==> src/rtl/txstat_pkg.sv <==
package txstat_pkg;
   localparam int STAT_W    = 16;
   localparam int ROLL_BIT  = 12;
   localparam int LINK_BIT  = 14;
   // fatal outcomes: sixteen collisions, SQE fail, late collision, lost carrier
   localparam logic [STAT_W-1:0] FATAL_MASK  = 16'h0630;
   // sticky event bits (excludes 8, rollover 12, link 14)
   localparam logic [STAT_W-1:0] STICKY_MASK = 16'hAEFF;

   typedef enum logic [1:0] {
      A_TXCTL = 2'd0,
      A_STAT  = 2'd1,
      A_CNT   = 2'd2,
      A_CTL   = 2'd3
   } reg_addr_e;

   // event bit feeding each nibble counter
   function automatic int cnt_src(input int idx);
      case (idx)
         0: cnt_src = 1;
         1: cnt_src = 2;
         2: cnt_src = 7;
         default: cnt_src = 11;
      endcase
   endfunction
endpackage

==> src/rtl/txstat_ctr.sv <==
module txstat_ctr #(
   parameter int W = 4
) (
   input  logic         clk,
   input  logic         rst_n,
   input  logic         inc,
   input  logic         clr,
   output logic [W-1:0] cnt,
   output logic         wrap
);
   localparam logic [W-1:0] TOP = {W{1'b1}};

   if (W < 2) begin : g_bad_w
      $error("txstat_ctr: W must be at least 2");
   end

   always_ff @(posedge clk) begin
      if (!rst_n)   cnt <= '0;
      else if (clr) cnt <= '0;
      else if (inc) cnt <= cnt + 1'b1;
   end

   assign wrap = inc && !clr && (cnt == TOP);


   step_chk: assert property (@(posedge clk) disable iff (!rst_n)
      inc && !clr |=> cnt == W'($past(cnt) + 1));

   clr_zero_chk: assert property (@(posedge clk) disable iff (!rst_n)
      clr |=> cnt == '0);
endmodule

==> src/rtl/txstat_flags.sv <==
module txstat_flags
   import txstat_pkg::*;
(
   input  logic              clk,
   input  logic              rst_n,
   input  logic [STAT_W-1:0] tx_evt,
   input  logic              st_rd,
   input  logic              cnt_rd,
   input  logic              any_wrap,
   output logic [STAT_W-1:0] flags
);
   logic [STAT_W-1:0] sticky_q;
   logic              roll_q;

   always_ff @(posedge clk) begin
      if (!rst_n)     sticky_q <= '0;
      else if (st_rd) sticky_q <= '0;
      else            sticky_q <= sticky_q | (tx_evt & STICKY_MASK);
   end

   always_ff @(posedge clk) begin
      if (!rst_n)        roll_q <= 1'b0;
      else if (cnt_rd)   roll_q <= 1'b0;
      else if (any_wrap) roll_q <= 1'b1;
   end

   always_comb begin
      flags           = sticky_q;
      flags[ROLL_BIT] = roll_q;
   end


   st_clear_chk: assert property (@(posedge clk) disable iff (!rst_n)
      st_rd |=> (flags & STICKY_MASK) == '0);

   roll_set_chk: assert property (@(posedge clk) disable iff (!rst_n)
      any_wrap && !cnt_rd |=> flags[ROLL_BIT]);

   roll_clr_chk: assert property (@(posedge clk) disable iff (!rst_n)
      cnt_rd |=> !flags[ROLL_BIT]);
endmodule

==> src/rtl/txstat_txctl.sv <==
module txstat_txctl
   import txstat_pkg::*;
(
   input  logic              clk,
   input  logic              rst_n,
   input  logic [STAT_W-1:0] tx_evt,
   input  logic              link_ok,
   input  logic              wr_txctl,
   input  logic              wr_ctl,
   input  logic              wd_txen,
   input  logic [2:0]        wd_ctl,
   input  logic              fatal_pend,
   input  logic              roll_pend,
   output logic              tx_en,
   output logic              tx_en_clr,
   output logic [2:0]        ctl,
   output logic              link_q,
   output logic              evt_irq
);
   logic fatal_now;
   logic link_fall;
   logic lpend_q;

   assign fatal_now = |(tx_evt & FATAL_MASK);
   assign link_fall = link_q && !link_ok;

   always_ff @(posedge clk) begin
      if (!rst_n) begin
         tx_en     <= 1'b0;
         tx_en_clr <= 1'b0;
         ctl       <= '0;
         link_q    <= 1'b0;
         lpend_q   <= 1'b0;
      end else begin
         tx_en_clr <= fatal_now;
         link_q    <= link_ok;
         if (fatal_now)     tx_en <= 1'b0;
         else if (wr_txctl) tx_en <= wd_txen;
         if (wr_ctl) ctl <= wd_ctl;
         if (link_fall)                lpend_q <= 1'b1;
         else if (wr_ctl && !wd_ctl[2]) lpend_q <= 1'b0;
      end
   end

   assign evt_irq = (ctl[0] && fatal_pend) || (ctl[1] && roll_pend)
                 || (ctl[2] && lpend_q);


   fatal_kill_chk: assert property (@(posedge clk) disable iff (!rst_n)
      fatal_now |=> !tx_en && tx_en_clr);

   rearm_chk: assert property (@(posedge clk) disable iff (!rst_n)
      wr_txctl && wd_txen && !fatal_now |=> tx_en);

   link_ack_chk: assert property (@(posedge clk) disable iff (!rst_n)
      wr_ctl && !wd_ctl[2] && !link_fall |=> !lpend_q);

   link_pend_chk: assert property (@(posedge clk) disable iff (!rst_n)
      link_fall |=> lpend_q);
endmodule

==> src/rtl/txstat_unit.sv <==
module txstat_unit
   import txstat_pkg::*;
#(
   parameter int DATA_W  = 16,
   parameter int CNT_W   = 4,
   parameter int NUM_CNT = 4
) (
   input  logic              clk,
   input  logic              rst_n,
   input  logic [DATA_W-1:0] tx_evt,
   input  logic              link_ok,
   input  logic              reg_rd,
   input  logic              reg_wr,
   input  logic [1:0]        reg_addr,
   input  logic [DATA_W-1:0] reg_wdata,
   output logic [DATA_W-1:0] reg_rdata,
   output logic [DATA_W-1:0] status_word,
   output logic [DATA_W-1:0] count_word,
   output logic              tx_en,
   output logic              tx_en_clr,
   output logic              evt_irq
);
   localparam int PACK_W = CNT_W * NUM_CNT;

   if (DATA_W != STAT_W) begin : g_bad_data_w
      $error("txstat_unit: DATA_W must equal the status layout width");
   end
   if (PACK_W != DATA_W) begin : g_bad_pack
      $error("txstat_unit: counters must fill the counter word exactly");
   end

   logic              st_rd, cnt_rd, wr_txctl, wr_ctl;
   logic [NUM_CNT-1:0] wraps;
   logic [DATA_W-1:0] flags;
   logic [2:0]        ctl;
   logic              link_q;
   logic              unused_wd;

   assign st_rd    = reg_rd && (reg_addr == A_STAT);
   assign cnt_rd   = reg_rd && (reg_addr == A_CNT);
   assign wr_txctl = reg_wr && (reg_addr == A_TXCTL);
   assign wr_ctl   = reg_wr && (reg_addr == A_CTL);
   assign unused_wd = ^{reg_wdata[DATA_W-1:8], reg_wdata[4:1]};

   for (genvar i = 0; i < NUM_CNT; i++) begin : g_cnt
      txstat_ctr #(.W(CNT_W)) u_ctr (
         .clk   (clk),
         .rst_n (rst_n),
         .inc   (tx_evt[cnt_src(i)]),
         .clr   (cnt_rd),
         .cnt   (count_word[i*CNT_W +: CNT_W]),
         .wrap  (wraps[i])
      );
   end

   txstat_flags u_flags (
      .clk      (clk),
      .rst_n    (rst_n),
      .tx_evt   (tx_evt),
      .st_rd    (st_rd),
      .cnt_rd   (cnt_rd),
      .any_wrap (|wraps),
      .flags    (flags)
   );

   txstat_txctl u_txctl (
      .clk        (clk),
      .rst_n      (rst_n),
      .tx_evt     (tx_evt),
      .link_ok    (link_ok),
      .wr_txctl   (wr_txctl),
      .wr_ctl     (wr_ctl),
      .wd_txen    (reg_wdata[0]),
      .wd_ctl     (reg_wdata[7:5]),
      .fatal_pend (|(flags & FATAL_MASK)),
      .roll_pend  (flags[ROLL_BIT]),
      .tx_en      (tx_en),
      .tx_en_clr  (tx_en_clr),
      .ctl        (ctl),
      .link_q     (link_q),
      .evt_irq    (evt_irq)
   );

   always_comb begin
      status_word           = flags;
      status_word[LINK_BIT] = link_q;
   end

   always_comb begin
      unique case (reg_addr)
         A_TXCTL: reg_rdata = {{(DATA_W-1){1'b0}}, tx_en};
         A_STAT:  reg_rdata = status_word;
         A_CNT:   reg_rdata = count_word;
         default: reg_rdata = {{(DATA_W-8){1'b0}}, ctl, 5'b0};
      endcase
   end


   link_track_chk: assert property (@(posedge clk) disable iff (!rst_n)
      $rose(link_ok) |=> status_word[LINK_BIT]);

   irq_roll_chk: assert property (@(posedge clk) disable iff (!rst_n)
      ctl[1] && status_word[ROLL_BIT] |-> evt_irq);
endmodule

==> config.mk <==
export PLATFORM = sky130hd
export DESIGN_NAME = txstat_unit
export DESIGN_NICKNAME = d
export VERILOG_FILES = /design/src/rtl/txstat_pkg.sv /design/src/rtl/txstat_ctr.sv /design/src/rtl/txstat_flags.sv /design/src/rtl/txstat_txctl.sv /design/src/rtl/txstat_unit.sv
export SDC_FILE = /design/constraint.sdc
export NUM_CORES = 1
export LEC_CHECK = 0
export ABC_CLOCK_PERIOD_IN_PS = 1000
export BUFFER_PORTS_ARGS = -buffer_cell sky130_fd_sc_hd__buf_2
export CAP_MARGIN = 20
export CORE_ASPECT_RATIO = 1.2
export CORE_MARGIN = 2
export CORE_UTILIZATION = 39
export DETAILED_ROUTE_END_ITERATION = 8
export HOLD_SLACK_MARGIN = 0.1
export PLACE_DENSITY = 0.75
export SYNTH_ARGS = -nofsm -noshare
export SYNTH_HDL_FRONTEND = slang
export SYNTH_SLANG_ARGS = --single-unit
==> constraint.sdc <==
create_clock -name clk -period 1 [get_ports clk]
set_input_delay 0.1 -clock clk [delete_from_list [all_inputs] [get_ports clk]]
set_output_delay 0.1 -clock clk [all_outputs]
set_load 0.05 [all_outputs]
* Word-level counts from Yosys, hierarchy flattened
Index checks and enable logic that the tools add are counted.
** Cells by class
- Equality and inequality tests :: 7
- $lt $le $gt $ge :: 0
- Multiply operators :: 0
- Add/subtract/negate cells :: 4
- Shift-type cells :: 0
- Reductions and logical operators :: 30
- Divide/modulo/power cells :: 0
- Multiplexer cells :: 3
- Bitwise gates (word level) :: 2
** Operators with widths (number)
- $pmux 16 s3 :: 1
- $logic_and 1x1->1 :: 17
- $add 4x1->4 const B :: 4
- $eq 4x4->1 const B :: 4
- $or 16x16->16 :: 1
- $reduce_or 4->1 :: 3
- $reduce_or 5->1 :: 1
- $eq 2x2->1 const B :: 2
- $reduce_or 2->1 :: 2
- $logic_not 1->1 :: 3
- $eq 2x1->1 const B :: 1
- $logic_not 2->1 :: 1
- $logic_or 1x1->1 :: 2
- $mux 1 :: 2
- $reduce_bool 2->1 :: 1
- $not 1->1 :: 1
** Word-level totals
- Bits in latches :: 0
- Bits in read-only memories :: 0
- Memories :: 0
- Flip-flop bits (word level) :: 40
- Logic and storage cells :: 57
- Bits of input ports :: 39
- Memory bits (writable) :: 0

* Depth between registers and ports, before layout
Gate-level depths: netlist of run 1.
- Word-level depth :: 6
- Mapped depth :: 6

* Modules after synthesis
From an unflattened synthesis of run 1, not the netlist that was laid out.
** Unflattened totals
- Cell total of the unflattened synthesis :: 186
- Area total of the unflattened synthesis :: 1805.5 um2
** Modules (own cells, without submodules)
- txstat_ctr :: area each 196.4 um2, cells each 20, instances 4
- txstat_flags :: area each 440.4 um2, cells each 48, instances 1
- txstat_unit :: area each 302.8 um2, cells each 33, instances 1
- txstat_txctl :: area each 276.5 um2, cells each 25, instances 1

* Least setup slack after synthesis of run 1
OpenSTA, ideal clock, no wires.
- Kind :: reg2out
- Start :: reg u_flags.sticky_q[0]
- End :: out reg_rdata[0]
- Path slack :: -971 ps
- Required time :: 900 ps
- Buffers on the path :: 0
- Stages on the path, launching flop included :: 3
- Data arrival time :: 1871 ps
- Cell sequence :: dfxtp_1 mux2i_1 o21ai_0
** On the way
- Cells in the longest elaborated chain, start to end :: 1
** RTL lines
- from (decl) :: RTL line txstat_flags.sv:12 : logic [STAT_W-1:0] sticky_q;
- from (signal assigned) :: RTL line txstat_flags.sv:18 : else sticky_q <= sticky_q | (tx_evt & STICKY_MASK);
- $pmux 16 s3 :: RTL line txstat_unit.sv:90 : unique case (reg_addr)
- to (decl) :: RTL line txstat_unit.sv:16 : output logic [DATA_W-1:0] reg_rdata,
Every way passes these cells.

* Worst setup path after layout of run 1
- Start :: reg g_cnt[1].u_ctr.cnt[3]
- End :: out reg_rdata[7]
** On the way
- Cells in the longest elaborated chain, start to end :: 1
** RTL lines
- from (decl) :: RTL line txstat_ctr.sv:8 : output logic [W-1:0] cnt,
- from (signal assigned) :: RTL line txstat_ctr.sv:20 : else if (inc) cnt <= cnt + 1'b1;
- $pmux 16 s3 :: RTL line txstat_unit.sv:90
Every way passes these cells.

==> metrics.txt, run 1 <==
Final Critical Period=1.39 ns; worst r2r path cells=4; commonest non-fill, non-tap cells in the layout=nor2_1 (43), buf_4 (40), buf_2 (24); total grt overflow=0; Die H=74.6 um; fin crit share=139%; Final ANT Viol Nets=0; worst-path fanout max=2; Final Power=0.00398 W; flop-to-flop setup slack=-0.06 ns; Worst Hold Slack=0.137 ns; Final Wtd Congestion=0.780; met3 routed WL=156 um; largest area contributor in the netlist=dfxtp_1; Post-synth EDFFs=0; Post-synth ARST share=0%; largest net degree at the start of global routing=18; maxcap violations=0; #FFs+latches synth=37; starting density of the core=40.8%; dpl hpwl=3.50 mm; syn avg cell area=9.47 sq um; DR WL met2=3.43 mm; power per cell area=1220 nW/um^2; # clock sinks=37; WP data arrival=1.29 ns; final hold violation count=0; H-tree depth=2; Worst Setup Path Type=reg2out; Peak VDD IR=0.000786 V; Via density=5.07; die width=62.8 um; setup TNS=-4.25 ns; status=finished, violations left; wire length on met1=2.27 mm; share of the synthesized area in the top cell type=45.7%; worst r2r src=g_cnt[1].u_ctr.cnt[1]; initial antenna violation count=0; Synth area leaders=dfxtp_1 (46%), nor2_1 (10%), a22o_1 (7.6%); RSZ-0062 raised after global routing=yes; Net Count, Synth=214; final count of pins violating max slew=0; leak pwr=1.50 nW; Clock Tree Buf Depth=2; commonest non-fill, non-tap cell in the layout=nor2_1; design area=3260 sq um; drc violations=0; detailed-route via count=1755; Initial DRC Count=65; r2r endpoint=g_cnt[1].u_ctr.cnt[1]; CP Capture Type=output pin; ANT cells=0; final setup fails=31; Hold Crit Start=tx_evt[11]; fmax=0.720 GHz; CP Data Required Time=0.90 ns; Netlist cell types=30; DRT Pass-1 Iters=4; cell area after synthesis=1620 sq um; final wirelength=5.94 mm; cts bufs inserted=5; CTS tree=done; Hold WC Path Type=in2reg; layout cell share with drive strength beyond 1=63.0%; Cells on Worst Hold Path=3; YS warnings=0; drt wl/cell=17.2 um; Clock Latency Late Sink=0.29 ns; die area=4680 sq um; CP Launch Type=flip-flop; DP Area=2390 sq um; Hold Path Sink=u_flags.sticky_q[11]; top layer in use=met4; Root Buffer=clkbuf_8; Final Core Density=82.1%; synthesized netlist cell count=171; post-synthesis sequential area ratio=45.7%; Clock Skew=0.00609 ns; # port buffers=73; Ports=90; vias in the first global route=1811; CORE AREA=3970 sq um; Nets=334; first-pass GRT wire length=8.81 mm; dominant synthesized flop cell=dfxtp_1; Worst-path clk slew=0.07 ns; Layout area overhead=101%; Core Rows=25; global-route usage over all layers=25.2%; Worst Setup Slack, final=-0.388 ns; failing checks=negative setup slack
## final cells by class
type | count | area (sq um)
fillers | 229 | 711
repair buffers | 126 | 1230
flip-flops and latches | 37 | 828
well taps | 54 | 67.6
clock buffers | 8 | 90.1
multi-input cells | 121 | 1040
## worst max-delay path by stage
stage                                startpoint           end  slack [ns]
after floorplan             u_flags.sticky_q[9]       evt_irq       -0.09
after global placement              reg_addr[0]  reg_rdata[7]       -0.15
after detailed placement            reg_addr[0]  reg_rdata[6]       -0.19
after CTS                 g_cnt[1].u_ctr.cnt[2]  reg_rdata[6]       -0.37
after global routing      g_cnt[1].u_ctr.cnt[3]  reg_rdata[7]       -0.40
final                     g_cnt[1].u_ctr.cnt[3]  reg_rdata[7]       -0.39
## sequential cells by signal, summed over array words and instances, names as in the netlist
| register | cells |
|---|---|
| u_txctl.lpend_q | 1 |
| u_txctl.link_q | 1 |
| u_txctl.ctl | 3 |
| g_cnt.u_ctr.cnt | 16 |
| u_txctl.tx_en | 1 |
| u_flags.sticky_q | 13 |
| u_txctl.tx_en_clr | 1 |
| u_flags.roll_q | 1 |
## cells by family (layout without fill, tap and decap cells)
| family | after synthesis | after routing | share of synthesized area [%] |
|---|---|---|---|
| xor gates and xnor gates | 12 | 12 | 6.49 |
| and+or+nand+nor | 69 | 69 | 19.6 |
| AOI/OAI and AO/OA | 23 | 23 | 12.0 |
| muxes | 12 | 12 | 7.65 |
| buffers and inverters | 13 | 134 | 5.25 |
| DFF | 37 | 37 | 45.7 |
| adders and majority gates | 4 | 4 | 3.09 |
| other | 1 | 1 | 0.232 |
## metrics by stage
stage | std cells | worst slack, ns
6_report | 346 | -0.388
3_5_place_dp | 308 | -0.187
3_3_place_gp | 308 | -0.146
2_1_floorplan | 171 | -0.0863
5_1_grt | 346 | -0.400
4_1_cts | 338 | -0.370
## cells in the mapped netlist (2+ instances only)
cell / number
nor2b_1: 4
dfxtp_1: 37
xor2_1: 8
a22o_1: 14
a41oi_1: 2
xnor2_1: 4
buf_6: 2
and2_1: 2
buf_2: 2
clkbuf_1: 4
buf_4: 5
mux2_2: 3
ha_1: 4
nor2_1: 43
o21ai_0: 2
nand2_1: 7
mux2i_1: 9
nand4_1: 7
## where the power goes
part           switching, W  internal (W)
Sequential        0.0000999       0.00154
Clock              0.000508      0.000562
Combinational      0.000698      0.000573
Total               0.00131       0.00268
## layer usage
metal,up-vias,GRT usage [%]
met5,-,0
met3,6,5.30
met4,0,10.9
met1,867,24.4
met2,54,51.9
li1,828,-
## repair_timing
action / 4_1_cts / 5_1_grt
endpoints found under the setup margin: 47 / 39
hold buffers: 13 / 0
pin swaps: 12 / 8
resized for setup: 111 / 36
buffers inserted: 9 / 11
hold endpoints to repair: 14 / 0
## critical path, stage by stage, from the launching register on
cell	delay, ns
dfxtp_4	0.34
mux2_4	0.27
a22o_4	0.23
buf_8	0.15
Power figures use the tool's default switching activity.
==> inputs of run 2 (changes only) <==
--- a/config.mk
+++ b/config.mk
@@ -10,10 +10,11 @@
 export CAP_MARGIN = 20
 export CORE_ASPECT_RATIO = 1.2
 export CORE_MARGIN = 2
-export CORE_UTILIZATION = 39
+export CORE_UTILIZATION = 41
 export DETAILED_ROUTE_END_ITERATION = 8
 export HOLD_SLACK_MARGIN = 0.1
-export PLACE_DENSITY = 0.75
+export PLACE_DENSITY = 0.76
 export SYNTH_ARGS = -nofsm -noshare
 export SYNTH_HDL_FRONTEND = slang
+export SYNTH_HIERARCHICAL = 1
 export SYNTH_SLANG_ARGS = --single-unit
==> run 2 against run 1 <==
Effect of this change: the flow still finishes with violations (negative setup slack); sequential share of layout area is 4.5 points lower; fmax down 24%; total power up 10%; die area grew 5.3%; first-iteration DRC count rose to 2.7 times the previous value; setup slack worse by 0.43 ns; final cell count grew 13%; wire length is 53% higher; via count increased by 28%.
==> metrics.txt, run 2 <==
dpl hpwl=3.58 mm; critical path startpoint=u_flags/sticky_q[9]; CP Capture Point=evt_irq; status=finished, violations left; H-tree depth=2; fin crit share=182%; ANT cells=0; final wirelength=9.07 mm; die area=4930 sq um; worst path buffer plus inverter count=2; commonest non-fill, non-tap cell in the layout=buf_6; Layout area overhead=111%; worst r2r path cells=6; Peak VDD IR=0.000962 V; Largest Register=g_cnt.u_ctr/cnt; layout cell share with drive strength beyond 1=66.9%; cts bufs inserted=5; worst r2r src=g_cnt[0].u_ctr/cnt[0]; CP max stage cell=or4_1; Root Buffer=clkbuf_8; flop-to-flop setup slack=-0.55 ns; # clock sinks=37; Clock Tree Buf Depth=2; cell family contributing the most delay on the critical path=simple AND/OR/NAND/NOR gates; CORE AREA=4230 sq um; YS warnings=6; first-pass GRT wire length=11.5 mm; drt wl/cell=23.2 um; detailed-route via count=2249; setup TNS=-9.46 ns; global-route usage over all layers=30.9%; RSZ-0062 raised after global routing=yes; CP peak stage delay=0.53 ns; worst-path fanout max=2; CP Capture Type=output pin; Die H=76.5 um; Initial DRC Count=173; Final ANT Viol Nets=0; power per cell area=1160 nW/um^2; final hold violation count=0; biggest regs=g_cnt.u_ctr/cnt (16), u_flags/sticky_q (13), u_txctl/ctl (3); cell area after synthesis=1800 sq um; initial antenna violation count=0; Final Critical Period=1.82 ns; Net Count, Synth=228; synthesized netlist cell count=185; Hold WC Path Type=in2reg; DRT Pass-1 Iters=5; failing checks=negative setup slack; Final Wtd Congestion=0.755; die width=64.5 um; Worst Setup Slack, final=-0.815 ns; maxcap violations=0; CP Launch Type=flip-flop; commonest non-fill, non-tap cells in the layout=buf_6 (49), nor2_1 (39), buf_8 (38); # port buffers=73; max FFs per register=16; vias in the first global route=2287; r2r endpoint=u_flags/roll_q; leak pwr=1.78 nW; syn avg cell area=9.72 sq um; Clock Latency Late Sink=0.30 ns; CP Data Required Time=0.90 ns; drc violations=0; Nets=377; CP cell instances=or4_1, a222oi_1, inv_2, buf_6; CTS tree=done; total grt overflow=0; Via density=5.75; fmax=0.551 GHz; Worst-path clk slew=0.08 ns; Clock Skew=0.0101 ns; largest net degree at the start of global routing=16; Worst Setup Path Type=reg2out; final setup fails=46; stages on the worst setup path=4; Ports=90; final count of pins violating max slew=0; Core Rows=26; WP data arrival=1.72 ns; fill count=156; Final Power=0.00439 W; starting density of the core=42.5%
[run 2: timing repair]
| action | 4_1_cts | 5_1_grt |
|---|---|---|
| pin swaps | 14 | 26 |
| buffers inserted | 21 | 22 |
| setup endpoints to repair | 60 | 67 |
| gates cloned | 1 | 0 |
| hold endpoints to repair | 16 | 0 |
| hold buffers | 14 | 0 |
| gates resized for setup | 180 | 51 |
[run 2: where the power goes]
group          leakage (nW)  internal [W]  switching [W]  total, W
Combinational          1.42      0.000731       0.000844   0.00157
Sequential            0.318       0.00156      0.0000832   0.00165
Clock                0.0512      0.000560       0.000610   0.00117
[run 2: metrics by stage]
stage	hold slack [ns]	setup WS (ns)	utilization [%]	area [sq um]	std cells
global placement	0.305	-0.480	58.5	2470	338
floorplan	0.214	-0.544	-	1870	185
global route	0.107	-0.890	89.6	3790	391
finish	0.109	-0.815	89.6	3790	391
detailed placement	0.315	-0.493	58.5	2470	338
CTS	0.0888	-0.811	83.4	3530	381
[run 2: worst min-delay path by stage]
| stage | from | endpoint | slack [ns] | cells after the start |
|---|---|---|---|---|
| after global placement | tx_evt[15] | u_flags/sticky_q[15] | 0.31 | 3 |
| after detailed placement | tx_evt[0] | u_flags/sticky_q[0] | 0.31 | 3 |
| after global routing | tx_evt[4] | u_txctl/tx_en_clr | 0.11 | 3 |
| after CTS | tx_evt[4] | u_txctl/tx_en_clr | 0.09 | 3 |
| final | tx_evt[4] | u_txctl/tx_en_clr | 0.11 | 3 |
| after floorplan | rst_n | u_txctl/tx_en | 0.21 | 2 |
[run 2: tightest hold or removal path, stage by stage]
cell and delay (ns):
buf_2 0.11, nor4_4 0.05, nor2b_1 0.10
[run 2: per-layer routing]
layer  share of wire (%)  track usage (%)  wire length [um]
met5                   0                0                 0
met1                  36             31.1              3300
met4                 6.0             15.5               542
met2                  50             57.8              4560
met3                 7.4             6.94               672
[run 2: final cells by class]
| type | instances | area, sq um | share of cell area (%) |
|---|---|---|---|
| Inverter | 2 | 7.51 | 0.198 |
| Tap cell | 56 | 70.1 | 1.85 |
| Multi-Input combinational cell | 135 | 1220 | 32.1 |
| Clock buffer | 6 | 82.6 | 2.18 |
| Sequential cell | 37 | 793 | 20.9 |
| Timing Repair Buffer | 153 | 1610 | 42.4 |
| Clock inverter | 2 | 13.8 | 0.363 |
==> inputs of run 3 (changes only) <==
--- a/config.mk
+++ b/config.mk
@@ -14,7 +14,10 @@
 export DETAILED_ROUTE_END_ITERATION = 8
 export HOLD_SLACK_MARGIN = 0.1
 export PLACE_DENSITY = 0.76
+export REMOVE_ABC_BUFFERS = 1
+export SKIP_CTS_REPAIR_TIMING = 1
 export SYNTH_ARGS = -nofsm -noshare
 export SYNTH_HDL_FRONTEND = slang
 export SYNTH_HIERARCHICAL = 1
 export SYNTH_SLANG_ARGS = --single-unit
+export TNS_END_PERCENT = 30
==> run 3 against run 2 <==
Effect of this change: first-iteration DRC count fell by 62%; sequential cell count did not move; the run still ends with negative setup slack left; wire length fell by 36%; fmax barely moved; count of clock-buffer cells in the layout did not move; largest power group unchanged; register-to-register slack improved by 0.11 ns; critical path type unchanged; critical endpoint unchanged; sequential power barely moved; critical path depth did not move.
==> metrics.txt, run 3 (synthesis results as in run 2) <==
status=finished, violations left; failing checks=negative setup slack; dpl hpwl=3.57 mm; die area=4930 sq um; global-route usage over all layers=19.1%; maxcap violations=0; Clock Latency Late Sink=0.29 ns; Ports=90; Final Critical Period=1.81 ns; final hold violation count=0; total grt overflow=0; # clock sinks=37; H-tree depth=2; worst r2r src=g_cnt[2].u_ctr/cnt[1]; CORE AREA=4230 sq um; # port buffers=73; CP peak stage delay=0.53 ns; power per cell area=1250 nW/um^2; fill count=279; drc violations=0; max FFs per register=16; RSZ-0062 raised after global routing=yes; fmax=0.551 GHz; ANT cells=0; Final Core Density=75.1%; initial antenna violation count=0; die width=64.5 um; Layout area overhead=76.6%; Worst Setup Path Type=reg2out; Clock Skew=0.00698 ns; CP Capture Type=output pin; starting density of the core=42.5%; drt wl/cell=15.7 um; CP Launch Type=flip-flop; detailed-route via count=1868; Core Rows=26; CP max stage cell=or4_1; Clock Tree Buf Depth=2; final count of pins violating max slew=0; Hold Crit Start=tx_evt[9]; Final ANT Viol Nets=0; Worst-path clk slew=0.08 ns; Final Wtd Congestion=0.793; cts bufs inserted=5; Nets=353; worst path buffer plus inverter count=2; Root Buffer=clkbuf_8; CTS tree=done; Hold WC Path Type=in2reg; Peak VDD IR=0.00123 V; final wirelength=5.76 mm; fin crit share=181%; cell family contributing the most delay on the critical path=simple AND/OR/NAND/NOR gates; Via density=5.09; final setup fails=29; CP cell instances=or4_1, a222oi_1, inv_1, buf_6; setup TNS=-6.00 ns; leak pwr=1.48 nW; WP data arrival=1.71 ns; commonest non-fill, non-tap cell in the layout=buf_6; layout cell share with drive strength beyond 1=55.6%; critical path startpoint=u_flags/sticky_q[10]; biggest regs=g_cnt.u_ctr/cnt (16), u_flags/sticky_q (13), u_txctl/ctl (3); DRT Pass-1 Iters=4; CP Data Required Time=0.90 ns; largest net degree at the start of global routing=16; Die H=76.5 um; worst-path fanout max=2; Worst Setup Slack, final=-0.815 ns; Initial DRC Count=65; vias in the first global route=1595; commonest non-fill, non-tap cells in the layout=buf_6 (41), nor2_1 (39), buf_4 (36); first-pass GRT wire length=7.40 mm; Largest Register=g_cnt.u_ctr/cnt
==> run 3: cell count changes in the layout (fill, tap and decap cells not counted), sizes merged <==
cell / previous run / this run
clkbuf: 6 / 8
buf: 139 / 117
dlymetal6s4s: 2 / 0
dlygate4sd3: 12 / 10
==> run 3: final cells by class <==
cell class	instances	area, sq um	share of cell area [%]
clock buffers	6	82.6	2.60
clock inverters	2	13.8	0.433
inverters	2	7.51	0.236
multi-input cells	135	1010	31.9
flip-flops and latches	37	771	24.3
well taps	56	70.1	2.21
repair buffers	129	1220	38.3
==> run 3: final timing paths <==
check / end / slack [ns] / cells after the start
setup / recovery: evt_irq / -0.81 / 4
hold / removal: u_flags/sticky_q[9] / 0.08 / 3
setup reg to reg: u_flags/roll_q / -0.44 / 6
hold reg to reg: u_flags/sticky_q[13] / 0.49 / 2
==> run 3: worst min-delay path, stage by stage <==
cell and delay, ns:
buf_2 0.11, nor2_1 0.05, nor2_1 0.07
==> run 3: layer usage <==
layer / up-vias / GRT usage [%] / routed length (um)
met5: - / 0 / 0
met3: 11 / 4.87 / 331
met2: 73 / 32.0 / 2990
li1: 902 / - / -
met4: 0 / 6.17 / 108
met1: 882 / 23.7 / 2330
==> run 3: metrics by stage <==
step / hold WS (ns) / area [sq um] / total power [W] / setup WS [ns] / cells
after global routing: 0.104 / 3180 / 0.00411 / -0.911 / 367
after detailed placement: 0.315 / 2420 / 0.00261 / -0.478 / 340
after global placement: 0.306 / 2420 / 0.00259 / -0.448 / 340
after floorplan: 0.214 / 1700 / 0.00225 / -0.724 / 173
after CTS: 0.00672 / 2520 / 0.00371 / -0.810 / 348
final: 0.0761 / 3180 / 0.00396 / -0.815 / 367
==> run 3: report_power, final <==
group | switching (W) | internal, W
sequential | 0.0000578 | 0.00156
combinational | 0.000704 | 0.000526
clock | 0.000550 | 0.000558
total | 0.00131 | 0.00264
